--- src/rtl/trap_dispatch.sv ---
module trap_dispatch #(
  parameter logic [15:0] PGM_OFS = 16'h0700,
  parameter logic [15:0] DBG_OFS = 16'h2000,
  parameter int          DE_BIT  = 9
) (
  input  logic        clk,
  input  logic        rst_n,
  input  logic        inst_valid,
  input  logic [31:0] inst_word,
  input  logic [31:0] inst_addr,
  input  logic [31:0] ra_val,
  input  logic [31:0] msr_in,
  input  logic [31:0] vec_prefix,
  input  logic        dbg_trap_en,
  input  logic        dbg_ext_mode,
  input  logic        dbg_int_mode,
  output logic        act_valid,
  output logic [1:0]  act_code,
  output logic [31:0] next_pc,
  output logic        srr01_we,
  output logic        srr23_we,
  output logic [31:0] save_pc,
  output logic [31:0] save_msr,
  output logic        msr_we,
  output logic [31:0] msr_new,
  output logic        esr_trap_set,
  output logic        dbsr_trap_set,
  output logic        dbsr_impr_set
);
  localparam logic [1:0] A_NONE = 2'd0, A_PGM = 2'd1, A_DBG = 2'd2, A_STOP = 2'd3;
  localparam logic [31:0] PGM_CLR = (32'd1 << 18) | (32'd1 << 15) | (32'd1 << 14) | (32'd1 << 5) | (32'd1 << 4);
  localparam logic [31:0] DBG_CLR = PGM_CLR | (32'd1 << 17) | (32'd1 << DE_BIT);

  logic [31:0] imm;
  logic [4:0]  to, cond;
  logic        take, hit, dbg_evt, de;
  logic [1:0]  kind;

  assign imm  = {{16{inst_word[15]}}, inst_word[15:0]};
  assign to   = inst_word[25:21];
  assign take = inst_valid && (inst_word[31:26] == 6'd3);
  assign de   = msr_in[DE_BIT];
  assign cond = {$signed(ra_val) < $signed(imm), $signed(ra_val) > $signed(imm),
                 ra_val == imm, ra_val < imm, ra_val > imm};
  assign hit  = |(to & cond);
  assign dbg_evt = dbg_trap_en && (dbg_ext_mode || dbg_int_mode);

  always_comb begin
    if (!hit)                kind = A_NONE;
    else if (!dbg_evt)       kind = A_PGM;
    else if (dbg_ext_mode)   kind = A_STOP;
    else if (de)             kind = A_DBG;
    else                     kind = A_PGM;
  end

  always_ff @(posedge clk) begin
    if (!rst_n) begin
      act_valid <= 1'b0; act_code <= A_NONE; next_pc <= '0;
      srr01_we <= 1'b0; srr23_we <= 1'b0; save_pc <= '0; save_msr <= '0;
      msr_we <= 1'b0; msr_new <= '0;
      esr_trap_set <= 1'b0; dbsr_trap_set <= 1'b0; dbsr_impr_set <= 1'b0;
    end else begin
      act_valid <= take;
      srr01_we <= 1'b0; srr23_we <= 1'b0; msr_we <= 1'b0;
      esr_trap_set <= 1'b0; dbsr_trap_set <= 1'b0; dbsr_impr_set <= 1'b0;
      if (take) begin
        act_code <= kind;
        case (kind)
          A_NONE: next_pc <= inst_addr + 32'd4;
          A_PGM: begin
            next_pc <= {vec_prefix[31:16], PGM_OFS};
            srr01_we <= 1'b1; save_pc <= inst_addr; save_msr <= msr_in;
            msr_we <= 1'b1; msr_new <= msr_in & ~PGM_CLR;
            esr_trap_set <= 1'b1;
            dbsr_impr_set <= dbg_evt;
          end
          A_DBG: begin
            next_pc <= {vec_prefix[31:16], DBG_OFS};
            srr23_we <= 1'b1; save_pc <= inst_addr; save_msr <= msr_in;
            msr_we <= 1'b1; msr_new <= msr_in & ~DBG_CLR;
            dbsr_trap_set <= 1'b1;
          end
          default: begin
            next_pc <= inst_addr;
            dbsr_trap_set <= 1'b1;
            dbsr_impr_set <= dbg_int_mode && !de;
          end
        endcase
      end
    end
  end

  p_one_pair_r4: assert property (@(posedge clk) disable iff (!rst_n)
    !(srr01_we && srr23_we));
  p_pgm_vector_r4: assert property (@(posedge clk) disable iff (!rst_n)
    srr01_we |-> (next_pc[15:0] == PGM_OFS && esr_trap_set && act_valid));
  p_dbg_vector_r5: assert property (@(posedge clk) disable iff (!rst_n)
    srr23_we |-> (next_pc[15:0] == DBG_OFS && !msr_new[DE_BIT] && dbsr_trap_set));
  p_stop_hold_r6: assert property (@(posedge clk) disable iff (!rst_n)
    (act_valid && act_code == A_STOP) |-> (next_pc == $past(inst_addr) && !msr_we));
  p_quiet_none_r3: assert property (@(posedge clk) disable iff (!rst_n)
    (act_valid && act_code == A_NONE) |-> !(msr_we || esr_trap_set || dbsr_trap_set || dbsr_impr_set));
  p_ignored_r1: assert property (@(posedge clk) disable iff (!rst_n)
    !act_valid |-> !(srr01_we || srr23_we || msr_we || dbsr_trap_set || esr_trap_set));
  p_strobe_pulse_r8: assert property (@(posedge clk) disable iff (!rst_n)
    (act_valid && !$past(inst_valid)) |=> (!act_valid || $past(inst_valid)));
endmodule

--- config.mk ---
export PLATFORM = sky130hd
export DESIGN_NAME = trap_dispatch
export DESIGN_NICKNAME = d
export VERILOG_FILES = /design/src/rtl/trap_dispatch.sv
export SDC_FILE = /design/constraint.sdc
export NUM_CORES = 1
export LEC_CHECK = 0
export ABC_AREA = 1
export CORE_MARGIN = 1.5
export CORE_UTILIZATION = 29
export DETAILED_ROUTE_END_ITERATION = 8
export DONT_BUFFER_PORTS = 1
export PLACE_DENSITY = 0.51
export SLEW_MARGIN = 0
export SYNTH_ARGS = -nofsm -noshare
export SYNTH_HDL_FRONTEND = slang
export SYNTH_SLANG_ARGS = --single-unit
--- constraint.sdc ---
create_clock -name clk -period 4.5 [get_ports clk]
set_input_delay 0.225 -clock clk [delete_from_list [all_inputs] [get_ports clk]]
set_output_delay 0.225 -clock clk [all_outputs]
set_load 0.01 [all_outputs]
# ---- Word-level counts from Yosys, hierarchy flattened
# Index checks and enable logic that the tools add are counted.
dict set report classes {
  add_sub_neg 1
  n_lt_le_gt_ge 4
  n_eq_ne 4
  n_mux 11
  n_bitwise 1
  n_reduce_logical 14
}
# operator n
set op_table {}
lappend op_table {{$pmux 32 s3} 1}
lappend op_table {{$pmux 32 s2} 1}
lappend op_table {{$add 32x3->32 const B} 1}
lappend op_table {{$eq 32x32->1} 1}
lappend op_table {{$gt 32x16->1} 1}
lappend op_table {{$gt 32x32->1} 1}
lappend op_table {{$lt 32x16->1} 1}
lappend op_table {{$lt 32x32->1} 1}
lappend op_table {{$mux 2} 4}
lappend op_table {{$eq 6x2->1 const B} 1}
lappend op_table {{$reduce_and 2->1} 3}
lappend op_table {{$reduce_or 2->1} 3}
lappend op_table {{$and 5x5->5} 1}
lappend op_table {{$reduce_or 5->1} 1}
lappend op_table {{$mux 1} 4}
lappend op_table {{$logic_and 1x1->1} 3}
lappend op_table {{$eq 2x1->1 const B} 1}
lappend op_table {{$eq 2x2->1 const B} 1}
lappend op_table {{$logic_not 2->1} 1}
lappend op_table {{$pmux 1 s2} 1}
lappend op_table {{$reduce_bool 2->1} 1}
lappend op_table {{$logic_not 1->1} 1}
lappend op_table {{$logic_or 1x1->1} 1}
dict set report totals {
  ff_bits 136
  inputBits 166
  out_inout_bits 137
  wordCells 46
}

# ---- Longest topological paths before layout
# Gate-level depths: netlist (run 1).
dict set report depth {
  word_depth 7
  mapped_depth 28
}

# ---- Worst setup path before layout (run 1)
# Ideal clock, no wire load.
dict set report synth_timing {
  path_type {input-to-reg}
  start {input port inst_word[15]}
  end {register next_pc[4]}
  arrival_ns 3.161
  required_ns 4.430
  path_slack_ns 1.268
  cell_stages 22
  n_path_buf 1
  path_cell_list {inv_1 ha_1 nand2_1 nor2_1 nand2_1 nor2_1 nand2_1 nand2_1 nor2_1 nand2_1 nand2_1 nand3_1 nand2_1 nand2_1 nand2_1 nand2_1 inv_1 ha_1 buf_1 nor2_1 or3b_2 a21oi_1}
}
dict set report synth_via {
  elab_chain_len 6
  word_cells_on_any_way 12
}
# element line
set synth_lines {}
lappend synth_lines {{from (decl)} 9} ;# input logic [31:0] inst_word,
lappend synth_lines {{$gt 32x32->1, or another cell as far along} 44} ;# ra_val == imm, ra_val < imm, ra_val > imm};
lappend synth_lines {{$and 5x5->5 (*)} 45} ;# assign hit = |(to & cond);
lappend synth_lines {{$reduce_or 5->1 (*)} 45}
lappend synth_lines {{$mux 2 (*)} 49} ;# if (!hit) kind = A_NONE;
lappend synth_lines {{via kind[0]} 37} ;# logic [1:0] kind;
lappend synth_lines {{$eq 2x2->1, or another cell as far along} 68} ;# case (kind)
lappend synth_lines {{$pmux 32 s3 (*)} 68}
lappend synth_lines {{to (signal assigned)} 69} ;# A_NONE: next_pc <= inst_addr + 32'd4;
lappend synth_lines {{to (signal assigned)} 71} ;# next_pc <= {vec_prefix[31:16], PGM_OFS};
lappend synth_lines {{to (signal assigned)} 78} ;# next_pc <= {vec_prefix[31:16], DBG_OFS};
lappend synth_lines {{to (decl)} 19} ;# output logic [31:0] next_pc,
# Mark *: on every way through the listed nets, which the timed path passes. The rest lies on a longest branch.
# A chain may end at the register's enable or synchronous reset.

# ---- Final worst setup path (run 1)
dict set report layout_timing {
  start {input port inst_word[15]}
  end {register next_pc[14]}
}
# Same word-level chain as after synthesis.

==> results.txt, run 1 <==
The buffer cell driving the clock tree root is clkbuf_16. Data on the critical path is required at its endpoint by approximately 4.7 ns. The number of buffers inserted during clock tree synthesis came out at 9. The clock latency at the later pin of the worst-skew pair came out at ~0.35 ns. The die is roughly 150 µm tall. The number of setup violations in the final report is 0. The total overflow left after global routing is 0. The row count is between 50 and 60.

The worst hold path terminates at save_pc[2]$_SDFFE_PN0P_. The data arrival time of the critical path came out at 3.69 ns. The filler cell count came out at 2,246.

Leaving out fill and tap cells, the most frequent cell in the layout is nand2_1. Dividing the detail-routed wire length by the instance count gives roughly 18 µm. Setup repair after global routing left no endpoint under its margin. The count of nets left with antenna violations once routing finished came out at 0. After clock tree synthesis, the repair step resized 0 gates.

The area of the multi-input gates is ~0.0031 mm². The CTS H-tree depth is 3. The clock slew seen by the registers of the worst setup and hold paths is ~0.090 ns. The worst-case register-to-register setup slack came out at 3.26 ns. The worst setup path is captured at a flop. At the pin with the least slew margin, the transition time is between 0.7 and 0.8 ns.

The distinct cell type count after synthesis came out at 45. The number of global-route vias before repair is 5,243. The top cell types in the final layout, fill and taps aside, are nand2_1, a21oi_1, dfxtp_1. The number of clock sinks came out at about 110. The peak fanout along the critical path came out at 19. The post-route setup TNS is 0 ns. The run finished with clean final reports. The count of buffers inserted at the top-level ports came out at 0.

The period utilization came out at 0.7676. The cell area power density came out at 304.8 mW/mm². The startpoint of the lowest-slack hold path is inst_addr[2]. The die footprint is 0.02147 mm². The cell area after technology mapping came out at about 0.006 mm². The number of cells on the worst hold path came out at 2.

The beginning of the critical path is inst_word[15]. The count of pins on the block boundary came out at 303. The fraction of final layout cells sized beyond drive strength 1 came out at 0.06139. The count of endpoints failing hold in the final timing report came to 0. The mean number of vias per cell is approximately 4.8. The peak ir drop on the vdd network is roughly 130 µV. The Yosys warning count is 0. The number of flops mapped to enable cells by yosys came out at 0.

The smallest clock period supported by the final layout is computed as around 3.5 ns. The maximum achievable frequency is 0.2895 GHz. For this run, the register share of the synthesized area comes to 0.3552. The setup clock skew after layout came out at 0 ns. The net total in the final layout is 1,045. Counting along the longest clock path gives a buffer depth of 2. In this run the critical register-to-register path is launched from save_pc[4]$_SDFFE_PN0P_.

The pin count of the biggest net entering global routing came out at 54. The tightest slew margin relative to the limit came out at 0.4975. The number of search-and-repair iterations in the first detailed-routing pass is 4. The routed layout has between 5,000 and 6,000 vias.

STA classifies the critical path startpoint as an input port. The sequential cell area came out at about 0.0021 mm². The number of cells produced by synthesis came out at around 850. From left edge to right edge, the die measures 146.5 µm. The post-DP HPWL is 15,340 µm. In this run the critical register-to-register path is captured at save_pc[4]$_SDFFE_PN0P_. Compared with the post-synthesis result, the final layout area differs by 10.70%. The number of synthesized register bits came out at ~110. Each instance of the synthesized netlist takes up on average ~7.0 µm².

For the worst flop-to-flop path, the logic depth is 3. The starting utilization of the core area came out at 0.2953. The instance area after placement came out at slightly below 0.006 mm². The class of the tightest hold or removal check is in -> reg.

The last weighted congestion value of the routability-driven placer is slightly below 0.9. The region available for standard cell placement spans between 0.02 and 0.025 mm². In this run, the number of DRC markers left after iteration 0 of detailed routing was between 300 and 400. The critical path is of the in -> reg type.

The primary flip-flop cell chosen by synthesis mapping is dfxtp_1. The initial antenna violation count was 0. The post-layout instance area came out at between 0.006 and 0.007 mm². Across every metal layer, demand over resource in global routing totals 0.1869.

The number of max-slew violations in the final report came to 0. The detailed-route DRC error count came out at 0. The async set or reset register ratio after synthesis is 0. Across the run, the number of max-cap violations was 0. The overall routed net length is 20,380 µm. The leakage power of the design is between 2 and 3 nW. The repair_antennas step left the layout with diodes totalling 0. TritonCTS built the clock tree. The first global-routing pass estimated just over 30,000 µm of wire.
## cells in the mapped netlist (5+ instances only)
library cell	instances	share of area
buf_6	5	0.0094
inv_1	75	0.047
nor3_1	10	0.0084
ha_1	37	0.077
nand2_1	211	0.13
o21ai_0	55	0.046
nor2_1	41	0.026
a21oi_1	140	0.12
buf_2	5	0.0042
buf_4	33	0.041
nand4_1	18	0.019
nand3_1	35	0.029
nand2_2	6	0.0063
dfxtp_1	106	0.36
clkbuf_1	21	0.013
o211ai_1	7	0.0088
## kinds of logic after synthesis
family,count (synthesis),synth area share
adders and majority gates,37,0.07749
and+or+nand+nor,338,0.2452
AOI/OAI and AO/OA,216,0.1891
DFF,106,0.3552
xor gates and xnor gates,5,0.007331
buffers and inverters,148,0.1250
other,1,0.0006277
## final cells by class
cell class / instances / share of cell area
timing repair buffer: 47 / 0.06735
multi-input combinational: 601 / 0.4722
clock inverter: 7 / 0.01078
inverter: 77 / 0.04370
tap: 270 / 0.05108
clock buffer: 9 / 0.03405
sequential: 106 / 0.3208
## power breakdown
part           leakage, nW  total [mW]  internal, mW  switching, mW
logic                 1.64       0.276         0.102          0.174
registers            0.854       0.947         0.941        0.00610
clock network        0.139       0.793         0.392          0.401
total                 2.64        2.02          1.43          0.582
## sequential cells by signal (all words and copies together) (netlist names)
name and cells:
dbsr_trap_set 1, save_msr 31, msr_we 1, act_code 2, save_pc 32, esr_trap_set 1
srr23_we 1, act_valid 1, next_pc 32, msr_new 3, dbsr_impr_set 1
## layer usage
| metal | global-route usage | part of all wire | routed length, µm | vias up |
|---|---|---|---|---|
| li1 | - | - | - | 2769 |
| met1 | 0.2085 | 0.40 | 8051 | 2400 |
| met2 | 0.3166 | 0.48 | 9695 | 203 |
| met3 | 0.08719 | 0.12 | 2393 | 14 |
| met4 | 0.05606 | 0.012 | 240 | 0 |
| met5 | 0 | 0 | 0 | - |
## how the worst max path moves through the flow
stage	to	depth (start not counted)
after floorplan	next_pc[4]$_SDFFE_PN0P_	22
after global placement	next_pc[14]$_SDFFE_PN0P_	23
final	next_pc[14]$_SDFFE_PN0P_	23
after CTS	next_pc[14]$_SDFFE_PN0P_	23
after detailed placement	next_pc[14]$_SDFFE_PN0P_	23
after global routing	next_pc[14]$_SDFFE_PN0P_	23
## through the flow
step	instances	util	worst slack, ns	total power, mW	hold WS (ns)
floorplan	855	-	1.268	1.177	0.3526
global placement	1064	0.2939	0.6704	1.214	0.3553
detailed placement	1064	0.2939	0.6026	1.216	0.3609
CTS	1117	0.3269	1.001	2.055	0.0003517
global route	1117	0.3269	0.4896	2.130	0.0005356
finish	1117	0.3269	1.046	2.016	0.01589
## worst max-delay path: stages
cell and delay, ns:
inv_1 0.40, ha_1 0.38, nand2_1 0.11, nor2_1 0.07
nand2_1 0.08, nor2_1 0.05, nand2_1 0.06, nand2_1 0.05
nor2_1 0.19, nand2_1 0.13, nand2_1 0.07, nand3_1 0.06
nand2_1 0.06, nand2_1 0.04, nand2_1 0.08, nand2_1 0.11
inv_1 0.10, ha_1 0.32, clkinv_1 0.51, nand3_1 0.31
o21ai_0 0.10, o211ai_1 0.10, a21oi_1 0.08
## what timing repair did
item,4_1_cts,5_1_grt
hold buffers,37,0
endpoints found under the hold margin,53,0
setup buffers,0,0
No activity file was read; power rests on OpenSTA's default activity.
==> inputs of run 2 (changes only) <==
==> constraint.sdc (replaced) <==
create_clock -name clk -period 3.6 [get_ports clk]
set_input_delay 0.18 -clock clk [delete_from_list [all_inputs] [get_ports clk]]
set_output_delay 0.18 -clock clk [all_outputs]
set_load 0.01 [all_outputs]
==> run 2 against run 1 <==
Final area grew 3.9%. Sequential power grew 25%. Critical path depth decreased by 1. Critical endpoint is now save_pc[4]$_SDFFE_PN0P_.
==> results.txt, run 2 (synthesis results as in run 1) <==
The CTS H-tree depth came out at 3 (unchanged). The startpoint of the lowest-slack hold path is inst_addr[21]. The detailed-route via count came out at 5,568 (+3.4%). The data arrival time of the critical path was 3.47 ns (-0.22 ns). The post-DP HPWL is 15,400 µm (+0.41%). The library cells used most frequently in the layout, excluding fill and tap cells, are nand2_1, a21oi_1, dfxtp_1.

The total of max-cap violations was 0 (unchanged). The starting utilization of the core area is 0.2953 (unchanged). The library cell contributing the largest single delay on the critical path is dlygate4sd3_1. The number of search-and-repair iterations in the first detailed-routing pass is 4 (unchanged). The antenna diode count came out at 0 (unchanged). The worst-case register-to-register setup slack is 2.38 ns (-0.88 ns). The die footprint is 0.02147 mm² (unchanged). The most common cell after layout, fill and taps aside is nand2_1.

The violation count after the first detailed-route iteration is 238 (-22%). The count of endpoints failing hold in the final timing report came out at 0 (unchanged). The post-route setup TNS came out at 0 ns (unchanged). The peak fanout along the critical path came to 49 (+30). The vertical die dimension came out at 146.5 µm (unchanged). The average routed wire per standard cell came out at 18.12 µm (-0.70%). The sum of overflow across all layers after global routing is 0 (unchanged). The placed instance count came out at 1,069 (+0.47%).

Traced cell by cell, the critical path runs through inv_1 -> buf_4 -> ha_1 -> a21oi_1 -> o21ai_0 -> nand3_1 -> nand2_1 -> nor2_1 -> nand2_1 -> nand2_1 -> nand3_1 -> nand2_1 -> nand2_1 -> nand2_1 -> nand2_1 -> ha_1 -> nand2_2 -> inv_2 -> buf_12 -> o21ai_0 -> a21oi_1 -> dlygate4sd3_1. The number of buffers and inverters on the critical path came out at 5 (+2). The endpoint identified for the worst register-to-register timing path is save_pc[4]$_SDFFE_PN0P_. The number of global-route vias before repair is 5,442 (+3.8%). The last weighted congestion value of the routability-driven placer came out at 0.8311 (-5.9%).

In the final layout, the registers with the most flip-flops are next_pc: 32 flops, save_pc: 32 flops, save_msr: 31 flops. The leakage power of the design came to 2.761 nW (+4.7%). The period utilization came out at 0.8937. The delay of the slowest cell on the worst path came out at 0.56 ns (+0.05 ns). The number of max-slew violations in the final report is 0 (unchanged).

The global-route usage over all layers was 0.1893 (+0.002474). The residual antenna-violating net count after detailed routing came out at 0 (unchanged). TritonCTS built the clock tree.

The number of cells on the worst hold path came out at 2 (unchanged). The number of buffers added for setup after CTS came to 0 (unchanged). The startpoint identified for the worst register-to-register timing path is save_pc[4]$_SDFFE_PN0P_.

The setup clock skew after layout was 0 ns (unchanged). The filler cell count is 2,233 (-0.58%). The maximum achievable frequency came out at approximately 0.31 GHz.

The number of buffers on the longest clock path is 2 (unchanged). The clock slew seen by the registers of the worst setup and hold paths came out at 0.08 ns (about the same). In this run the worst hold path is classified as in -> reg. The number of setup violations in the final report was 0 (unchanged). The fraction of final layout cells sized beyond drive strength 1 is 0.06567 (+0.004275). The final critical path time including I/O delays and setup is roughly 3.2 ns. The first-pass GRT wire length came out at 31,110 µm (+1.6%). The row count is 52 (unchanged).

The mean number of vias per cell is 4.893 (+1.5%). The peak ir drop on the vdd network came to 169.5 µV (+28%). The clock latency at the later pin of the worst-skew pair is 0.35 ns (about the same).

The depth of the critical timing path with buffers and inverters included came out at 22 (-4.3%). The cell count of the worst reg-to-reg path came out at 3 (unchanged). The number of resized instances in the post-cts repair step is 0 (unchanged). The area growth from synthesis to layout is 15.06%. The die width is 146.5 µm (unchanged). The initial antenna violation count is 0 (unchanged). Setup repair after global routing left no endpoint under its margin. Counting stages on the worst path, the most repeated cell is nand2_1. The kind of critical path is in -> reg.

The worst-case hold path end point is save_pc[21]$_SDFFE_PN0P_. The final cell count without fillers came out at 1,138 (+1.9%). The transition at the pin with the smallest max-transition slack is 0.9210 ns (+0.1684 ns). The number of clock sinks was 106 (unchanged). The cell family contributing the most delay on the critical path is buffers and inverters. The flow ran to the end, and the final reports show no timing, DRC or antenna violations. The root buffer cell chosen for the clock tree is clkbuf_16. The tightest slew margin relative to the limit is 0.3851 (-0.1124).

The detailed-route DRC error count is 0 (unchanged). The count of pins on the block boundary is 303 (unchanged). The count of buffers inserted at the top-level ports came to 0 (unchanged). The number of buffers inserted for hold repair after clock tree synthesis is 53 (+43%). The type of element launching the critical path is an input port. The standard cell core area is 0.02023 mm² (unchanged). The cell area power density is 390.6 mW/mm² (+28%). The required time of the worst setup path came to 3.85 ns (-0.88 ns).

The net total in the final layout came out at 1,066 (+2.0%). The number of buffers inserted during clock tree synthesis is 9 (unchanged). The worst setup path is captured at a flop. The overall routed net length came out at 20,620 µm (+1.2%). The pin count of the biggest net entering global routing came out at 50 (-7.4%).
-- run 2: cell count changes in the layout (fill, tap and decap cells not counted) --
cell	change
clkinv_4	-1
clkinv_8	+1
buf_12	+1
inv_8	-1
dlygate4sd3_1	+16
clkinvlp_4	-2
inv_6	+1
buf_4	+4
bufinv_16	+2
-- run 2: how the worst max path moves through the flow --
stage                   from  slack, ns                       to
2_1_floorplan  inst_word[15]       0.41  next_pc[4]$_SDFFE_PN0P_
3_3_place_gp   inst_word[15]       0.16  next_pc[9]$_SDFFE_PN0P_
3_5_place_dp   inst_word[15]       0.12  next_pc[4]$_SDFFE_PN0P_
4_1_cts        inst_word[15]       0.37  save_pc[4]$_SDFFE_PN0P_
5_1_grt        inst_word[15]       0.06  save_pc[4]$_SDFFE_PN0P_
6_report       inst_word[15]       0.38  save_pc[4]$_SDFFE_PN0P_
-- run 2: area by class of cell --
class | instances | area, µm² | area share
multi-input cells | 601 | 3123 | 0.4543
inverters | 77 | 289.0 | 0.04205
clock inverters | 7 | 121.4 | 0.01766
well taps | 270 | 337.8 | 0.04914
repair buffers | 68 | 655.6 | 0.09538
clock buffers | 9 | 225.2 | 0.03276
flip-flops and latches | 106 | 2122 | 0.3087
-- run 2: per-layer routing --
metal	track usage	vias up	routed length, µm
met5	0	-	0
met4	0.06263	0	393
met3	0.07719	19	2118
met2	0.3149	223	9620
met1	0.2206	2520	8486
li1	-	2806	-
-- run 2: power breakdown --
| group | internal (mW) | switching, mW |
|---|---|---|
| Sequential | 1.18 | 0.00764 |
| Clock | 0.632 | 0.498 |
| Combinational | 0.146 | 0.225 |
| Total | 1.95 | 0.731 |
-- run 2: metrics by stage --
step | hold slack [ns] | setup WS [ns] | utilization | area [µm²] | total power [mW]
floorplan | 0.3076 | 0.4132 | - | 5989 | 1.471
global placement | 0.3151 | 0.1640 | 0.2964 | 5997 | 1.525
finish | 0.01648 | 0.3827 | 0.3397 | 6874 | 2.685
global route | 0.02636 | 0.05641 | 0.3397 | 6874 | 2.826
detailed placement | 0.3168 | 0.1232 | 0.2964 | 5997 | 1.529
CTS | 0.004105 | 0.3716 | 0.3397 | 6874 | 2.733
